## src/rtl/gainstep_pkg.sv

```systemverilog
package gainstep_pkg;
    localparam int SAMPLE_W   = 24;
    localparam int CODE_W     = 8;
    localparam int FRAC_STEPS = 16;                   // codes per 6 dB
    localparam int FRAC_W     = $clog2(FRAC_STEPS);
    localparam int SHIFT_W    = CODE_W - FRAC_W;
    localparam int MANT_W     = 16;
    localparam int MANT_FRAC  = 15;
    localparam logic [CODE_W-1:0] CODE_MAX = '1;

    typedef logic [FRAC_STEPS-1:0][MANT_W-1:0] mant_tab_t;

    typedef struct packed {
        logic signed [SAMPLE_W-1:0] smp;
        logic [CODE_W-1:0]          code;
        logic                       zero;
    } gain_job_t;

    // Mantissa k = round(2^MANT_FRAC * 10^(-0.375*k/20))
    function automatic mant_tab_t build_mant();
        mant_tab_t t;
        for (int k = 0; k < FRAC_STEPS; k++) begin
            real g;
            g = (2.0 ** MANT_FRAC) * (10.0 ** (-0.375 * k / 20.0));
            t[k] = MANT_W'($rtoi(g + 0.5));
        end
        return t;
    endfunction

    function automatic logic [CODE_W-1:0] sat_add(input logic [CODE_W-1:0] a,
                                                  input logic [CODE_W-1:0] b);
        logic [CODE_W:0] s;
        s = {1'b0, a} + {1'b0, b};
        return s[CODE_W] ? CODE_MAX : s[CODE_W-1:0];
    endfunction

    function automatic logic [CODE_W-1:0] step_toward(input logic [CODE_W-1:0] cur,
                                                      input logic [CODE_W-1:0] tgt);
        if (cur < tgt) return cur + CODE_W'(1);
        if (cur > tgt) return cur - CODE_W'(1);
        return cur;
    endfunction

    function automatic logic [SAMPLE_W:0] mag(input logic signed [SAMPLE_W-1:0] v);
        logic signed [SAMPLE_W:0] w;
        w = (SAMPLE_W+1)'(v);
        return (w < 0) ? -w : w;
    endfunction
endpackage

```

## src/rtl/gs_target.sv

```systemverilog
module gs_target
    import gainstep_pkg::*;
#(
    parameter int NUM_CH = 16,
    parameter int CHAN_W = $clog2(NUM_CH)
) (
    input  logic [CODE_W-1:0]        master_code,
    input  logic [NUM_CH*CODE_W-1:0] chan_codes,
    input  logic [NUM_CH-1:0]        mute_bits,
    input  logic [CHAN_W-1:0]        sel,
    output logic [CODE_W-1:0]        target,
    output logic                     muted
);
    logic [NUM_CH-1:0][CODE_W-1:0] want;

    for (genvar g = 0; g < NUM_CH; g++) begin : g_want
        assign want[g] = mute_bits[g] ? CODE_MAX
                                      : sat_add(master_code, chan_codes[g*CODE_W +: CODE_W]);
    end

    assign target = want[sel];
    assign muted  = mute_bits[sel];
endmodule

```

## src/rtl/gs_code_track.sv

```systemverilog
module gs_code_track
    import gainstep_pkg::*;
#(
    parameter int NUM_CH = 16,
    parameter int CHAN_W = $clog2(NUM_CH)
) (
    input  logic              clk,
    input  logic              rst,
    input  logic              advance,
    input  logic [CHAN_W-1:0] sel,
    input  logic [CODE_W-1:0] target,
    output logic [CODE_W-1:0] next_code
);
    logic [NUM_CH-1:0][CODE_W-1:0] cur_q;

    assign next_code = step_toward(cur_q[sel], target);

    always_ff @(posedge clk) begin
        if (rst)          cur_q <= '0;
        else if (advance) cur_q[sel] <= next_code;
    end

    // a stored code never moves more than one step per sample
    p_one_step_r4: assert property (@(posedge clk) disable iff (rst)
        advance |=> (cur_q[$past(sel)] == $past(cur_q[sel])) ||
                    (cur_q[$past(sel)] == $past(cur_q[sel]) + CODE_W'(1)) ||
                    (cur_q[$past(sel)] == $past(cur_q[sel]) - CODE_W'(1)));

    // without a sample no code changes
    p_idle_hold_r5: assert property (@(posedge clk) disable iff (rst)
        !advance |=> $stable(cur_q));

    // once at the floor with the floor requested, the code stays there
    p_floor_hold_r6: assert property (@(posedge clk) disable iff (rst)
        (advance && target == CODE_MAX && cur_q[sel] == CODE_MAX) |=> cur_q[$past(sel)] == CODE_MAX);
endmodule

```

## src/rtl/gs_scale.sv

```systemverilog
module gs_scale
    import gainstep_pkg::*;
#(
    parameter int NUM_CH = 16,
    parameter int CHAN_W = $clog2(NUM_CH)
) (
    input  logic                       clk,
    input  logic                       rst,
    input  logic                       in_valid,
    input  logic [CHAN_W-1:0]          in_chan,
    input  gain_job_t                  in_job,
    output logic                       out_valid,
    output logic [CHAN_W-1:0]          out_chan,
    output logic signed [SAMPLE_W-1:0] out_sample
);
    localparam int PROD_W = SAMPLE_W + MANT_W + 1;
    localparam int AMT_W  = $clog2(MANT_FRAC + (1 << SHIFT_W));
    localparam mant_tab_t MANT = build_mant();
    localparam logic signed [PROD_W-1:0] ONE  = 1;
    localparam logic signed [PROD_W-1:0] S_HI = (ONE <<< (SAMPLE_W-1)) - ONE;
    localparam logic signed [PROD_W-1:0] S_LO = -(ONE <<< (SAMPLE_W-1));

    logic [SHIFT_W-1:0]          sh;
    logic [FRAC_W-1:0]           frac;
    logic [AMT_W-1:0]            amt;
    logic signed [PROD_W-1:0]    prod, biased, shifted;
    logic signed [SAMPLE_W-1:0]  clipped;

    assign sh   = in_job.code[CODE_W-1 -: SHIFT_W];
    assign frac = in_job.code[FRAC_W-1:0];
    assign amt  = AMT_W'(MANT_FRAC) + AMT_W'(sh);

    always_comb begin
        prod    = PROD_W'(in_job.smp) * PROD_W'($signed({1'b0, MANT[frac]}));
        biased  = prod + (ONE <<< (amt - AMT_W'(1)));
        shifted = biased >>> amt;
        if (shifted > S_HI)      clipped = SAMPLE_W'(S_HI);
        else if (shifted < S_LO) clipped = SAMPLE_W'(S_LO);
        else                     clipped = SAMPLE_W'(shifted);
    end

    always_ff @(posedge clk) begin
        if (rst) begin
            out_valid  <= 1'b0;
            out_chan   <= '0;
            out_sample <= '0;
        end else begin
            out_valid <= in_valid;
            if (in_valid) begin
                out_chan   <= in_chan;
                out_sample <= in_job.zero ? '0 : clipped;
            end
        end
    end

    // code 0 is unity gain
    p_unity_r2: assert property (@(posedge clk) disable iff (rst)
        (in_valid && in_job.code == '0 && !in_job.zero) |=> out_sample == $past(in_job.smp));

    // attenuation never raises the magnitude
    p_no_gain_r3: assert property (@(posedge clk) disable iff (rst)
        (in_valid && !in_job.zero) |=> mag(out_sample) <= mag($past(in_job.smp)));

    // a sample muted at the floor comes out as zero
    p_mute_zero_r6: assert property (@(posedge clk) disable iff (rst)
        (in_valid && in_job.zero) |=> out_sample == '0);
endmodule

```

## src/rtl/gainstep_top.sv

```systemverilog
module gainstep_top
    import gainstep_pkg::*;
#(
    parameter int NUM_CH = 16,
    parameter int CHAN_W = $clog2(NUM_CH)
) (
    input  logic                       clk,
    input  logic                       rst,
    input  logic                       in_valid,
    input  logic [CHAN_W-1:0]          in_chan,
    input  logic signed [SAMPLE_W-1:0] in_sample,
    input  logic [CODE_W-1:0]          master_code,
    input  logic [NUM_CH*CODE_W-1:0]   chan_codes,
    input  logic [NUM_CH-1:0]          mute_bits,
    output logic                       out_valid,
    output logic [CHAN_W-1:0]          out_chan,
    output logic signed [SAMPLE_W-1:0] out_sample
);
    logic [CODE_W-1:0] target, next_code;
    logic              muted;
    logic              s1_valid;
    logic [CHAN_W-1:0] s1_chan;
    gain_job_t         s1_job;

    gs_target #(.NUM_CH(NUM_CH), .CHAN_W(CHAN_W)) u_target (
        .master_code (master_code),
        .chan_codes  (chan_codes),
        .mute_bits   (mute_bits),
        .sel         (in_chan),
        .target      (target),
        .muted       (muted)
    );

    gs_code_track #(.NUM_CH(NUM_CH), .CHAN_W(CHAN_W)) u_track (
        .clk       (clk),
        .rst       (rst),
        .advance   (in_valid),
        .sel       (in_chan),
        .target    (target),
        .next_code (next_code)
    );

    always_ff @(posedge clk) begin
        if (rst) begin
            s1_valid <= 1'b0;
            s1_chan  <= '0;
            s1_job   <= '0;
        end else begin
            s1_valid <= in_valid;
            if (in_valid) begin
                s1_chan     <= in_chan;
                s1_job.smp  <= in_sample;
                s1_job.code <= next_code;
                s1_job.zero <= muted && (next_code == CODE_MAX);
            end
        end
    end

    gs_scale #(.NUM_CH(NUM_CH), .CHAN_W(CHAN_W)) u_scale (
        .clk        (clk),
        .rst        (rst),
        .in_valid   (s1_valid),
        .in_chan    (s1_chan),
        .in_job     (s1_job),
        .out_valid  (out_valid),
        .out_chan   (out_chan),
        .out_sample (out_sample)
    );

    // accepted sample appears two cycles later with its channel
    p_latency_r8: assert property (@(posedge clk) disable iff (rst)
        in_valid |=> ##1 (out_valid && out_chan == $past(in_chan, 2)));

    p_no_spurious_r8: assert property (@(posedge clk) disable iff (rst)
        !in_valid |=> ##1 !out_valid);
endmodule

```

## config.mk

```make
export PLATFORM = sky130hd
export DESIGN_NAME = gainstep_top
export DESIGN_NICKNAME = d
export VERILOG_FILES = /design/src/rtl/gainstep_pkg.sv /design/src/rtl/gs_target.sv /design/src/rtl/gs_code_track.sv /design/src/rtl/gs_scale.sv /design/src/rtl/gainstep_top.sv
export SDC_FILE = /design/constraint.sdc
export NUM_CORES = 2
export LEC_CHECK = 0
export BUFFER_PORTS_ARGS = -buffer_cell sky130_fd_sc_hd__clkbuf_2
export CORE_MARGIN = 2
export CORE_UTILIZATION = 60
export DETAILED_ROUTE_END_ITERATION = 6
export GPL_TIMING_DRIVEN = 0
export PLACE_DENSITY = 0.86
export SLEW_MARGIN = 10
export SYNTH_ARGS = -nofsm -noshare
export SYNTH_HDL_FRONTEND = slang
export SYNTH_SLANG_ARGS = --single-unit
```

## constraint.sdc

```tcl
create_clock -name clk -period 30.1 [get_ports clk]
set_input_delay 6.02 -clock clk [delete_from_list [all_inputs] [get_ports clk]]
set_output_delay 6.02 -clock clk [all_outputs]
set_load 0.02 [all_outputs]
```

==> flow_summary_export.csv <==
group,metric,value,unit
cells_and_area,fin_util,65.9,%
detailed_routing,routedWlPerCell,21.1,um
timing,worstMarginPinSlew,1.26,ns
cells_and_area,seqCellArea,4220,um^2
floorplan,initial_utilization,60.6,%
timing,min_period,13.96,ns
timing,post-route-period-util,46.4,%
timing,hold_viol_final,0,
job,maxCapViolations,0,
clock_tree,clockBufferDepth,3,
floorplan,die_x,240,um
cells_and_area,syn_to_final_growth,8.71,%
clock_tree,postCtsSetupBuffers,0,
yosys,synth_nets,4889,
clock_tree,cts_hold_buf,0,
global_route,grt_max_degree,18,
critical_path,cp.required,30.57,ns
cells_and_area,final_nets,5125,
cells_and_area,layout_commonest_cell,"inv_1",
placed_design,port_buffers,208,
global_route,antenna_found_initial,8,
clock_tree,clk_latency,0.60,ns
timing,finClkSkew,0.0464,ns
critical_path,cp_data_arrival_time,14.43,ns
placed_design,gp_congestion,1.03,
clock_tree,cts_sinks,211,
critical_path,r2r_slack,17.62,ns
clock_tree,htree_levels,1,
global_route,overflow,0,
yosys,ys_seq_area_share,12.7,%
timing,fin_ws,16.14,ns
global_route,grt_pass1_wl,169000,um
detailed_routing,ant_nets,0,
timing,finalSetupViolCount,0,
run_status,status,"finished clean",
placed_design,post-place-ws,16.04,ns
clock_tree,cts_made_buffers,25,
power,p_leak,16.9,nW
clock_tree,cts_tree,"done",
placed_design,dpl_cell_area,35400,um^2
cells_and_area,fillers,4496,
clock_tree,clk_pin_slew,0.06,ns
cells_and_area,layout_common_cells,"585 x inv_1, 429 x fa_1, 411 x nor2_1, 407 x nand2_1, 295 x a21oi_1",
detailed_routing,dr.first_iter.drc_count,3063,
clock_tree,cts_root_buf,"clkbuf_16",
yosys,ys_seq_elements,211,
critical_path,path_class,"input port to flip-flop",
cells_and_area,final_layout_size_suffix_gt1_share,9.26,%
timing,max_slew_margin,16.1,%
global_route,grt_pass1_vias,31600,
timing,maxSlewViolCount,0,
cells_and_area,finalNonFillerCells,5031,
clock_tree,cts_resized,0,
timing,grt_setup_unrepaired,"no",
power,power_density,49.3,nW/um^2
floorplan,fp-row-count,86,
placed_design,hpwl,86300,um
yosys,yosys_warnings,0,
floorplan,coreArea,55100,um^2
yosys,syn_avg_cell_area,8.30,um^2
floorplan,die-area,57500,um^2
detailed_routing,via_per_inst,6.16,
cells_and_area,multi_input_area,26100,um^2
placed_design,dp.cells,4978,
critical_path,cp-end-kind,"flip-flop",
timing,fmax,71.6,MHz
detailed_routing,wl,106000,um
yosys,synthArstFlopShare,0,%
critical_path,startpoint_type,"input port",
yosys,synthDistinctLibCells,99,
detailed_routing,drcViolationCount,0,
power,peakVddDrop,46.4,uV
critical_path,cp_max_fo,10,
detailed_routing,firstDrtPassIters,6,
floorplan,dieHeight,240,um
yosys,mappedNetlistArea,33400,um^2
hold_path,min-delay-path-class,"flip-flop to flip-flop",
cells_and_area,design_area,36300,um^2
detailed_routing,vias,31000,
floorplan,pin_count,212,
yosys,synthCells,4021,
global_route,track_usage,37.5,%
yosys,synth_edf_count,0,
yosys,synth_flop_cell,"dfxtp_1",
timing,final.setup.tns,0,ns
worst max-delay path, stage by stage:
cell and delay [ns]:
clkbuf_2 0.16, buf_1 0.64, clkbuf_1 0.68, buf_2 0.47, buf_1 0.63, clkbuf_1 0.54
nand2_1 0.36, nor2_1 0.41, nand2_1 0.08, o21ai_0 0.08, a221oi_1 0.12, mux4_2 0.53
inv_1 0.07, ha_1 0.23, nor2b_1 0.13, o21ai_0 0.13, nand2b_1 0.08, a21oi_1 0.14
o21a_1 0.25, a21oi_1 0.12, xnor2_1 0.86, nand2_1 0.14, a21oi_1 0.47, clkbuf_1 0.54
nand2_1 0.24, o22ai_1 0.21, a21oi_1 0.08
sequential cells by signal, indices dropped and copies added, names as in the netlist, named ones only:
register            count
s1_job                 33
u_scale.out_chan        4
u_track.cur_q         128
u_scale.out_sample     24
s1_valid                1
u_scale.out_valid       1
s1_chan                 4
Yosys cell counts, drive strengths merged (11+ instances only):
library cell  number  area (um^2)
nand2            408         1530
nand2b            18          113
a31oi             14         87.6
xnor2             96          841
nor3              49          282
fa               429         8590
clkbuf           159          597
nor2b             17          106
mux2              13          146
o21bai            30          225
and3              23          144
a211o             16          140
a22oi             18          135
and2             166         1040
mux2i             90          901
or2               11         68.8
a21oi            303         1560
o21a              11         82.6
o21ai            134          682
mux4              52         1170
nor4              14          118
nand3             56          280
nand4             31          200
buf               49          268
a21o              46          345
a211oi            46          385
or3               12         75.1
o211ai            37          283
dfxtp            211         4220
a221oi            18          164
nor2             411         1540
ha               256         3200
xor2              41          367
o22ai             24          156
inv              587         2200
cell type report:
type | count | share of cell area [%]
Multi-Input combinational cell | 3011 | 71.9
Sequential cell | 211 | 11.6
Inverter | 591 | 6.12
Timing Repair Buffer | 209 | 2.89
Tap cell | 748 | 2.58
Buffer | 208 | 2.39
Clock buffer | 34 | 1.93
Clock inverter | 12 | 0.534
Antenna cell | 7 | 0.0483
path summary, 6_finish.rpt:
path	cells after the start	to	startpoint
worst max register to register	33	u_scale.out_sample[19]	s1_job[5]
worst max-delay path	27	flip-flop	in_chan[1]
worst min register to register	2	u_scale.out_sample[7]	u_scale.out_sample[7]
worst min-delay path	2	u_scale.out_sample[7]	u_scale.out_sample[7]
stage by stage:
stage | hold slack, ns | total power, mW
4_1_cts | 0.456 | 1.75
2_1_floorplan | 0.433 | 1.09
3_3_place_gp | 0.437 | 1.40
5_1_grt | 0.470 | 1.89
6_report | 0.457 | 1.79
3_5_place_dp | 0.447 | 1.41
cell families (layout without fill, tap and decap cells):
group           Yosys count  count (layout)  share of synthesized area, %
xor+xnor                137             137                          3.62
mux                     155             155                          6.65
compound gates          802             802                          15.6
simple gates           1232            1232                          16.9
buf+inv                 799            1054                          9.24
fa+ha+maj               685             685                          35.3
flops                   211             211                          12.7
other cells               0               7                             0
routing by layer:
layer  global-route usage [%]  share of wire (%)  wire length [um]  up-vias
met5                        0              0.011                12        -
met4                     23.0                7.2              7650        2
met3                     6.82                9.1              9670      473
met2                     62.9                 47             49900     1799
met1                     44.7                 37             38700    14900
li1                         -                  -                 -    13800
where the power goes:
group          total [mW]  internal [mW]  leakage, nW  switching, mW
Sequential          0.310          0.294         1.71         0.0164
Combinational        1.14          0.410         14.8          0.731
Clock               0.338          0.199        0.439          0.139
Total                1.79          0.904         16.9          0.887
Note: power is estimated with default switching activity, not from simulation.
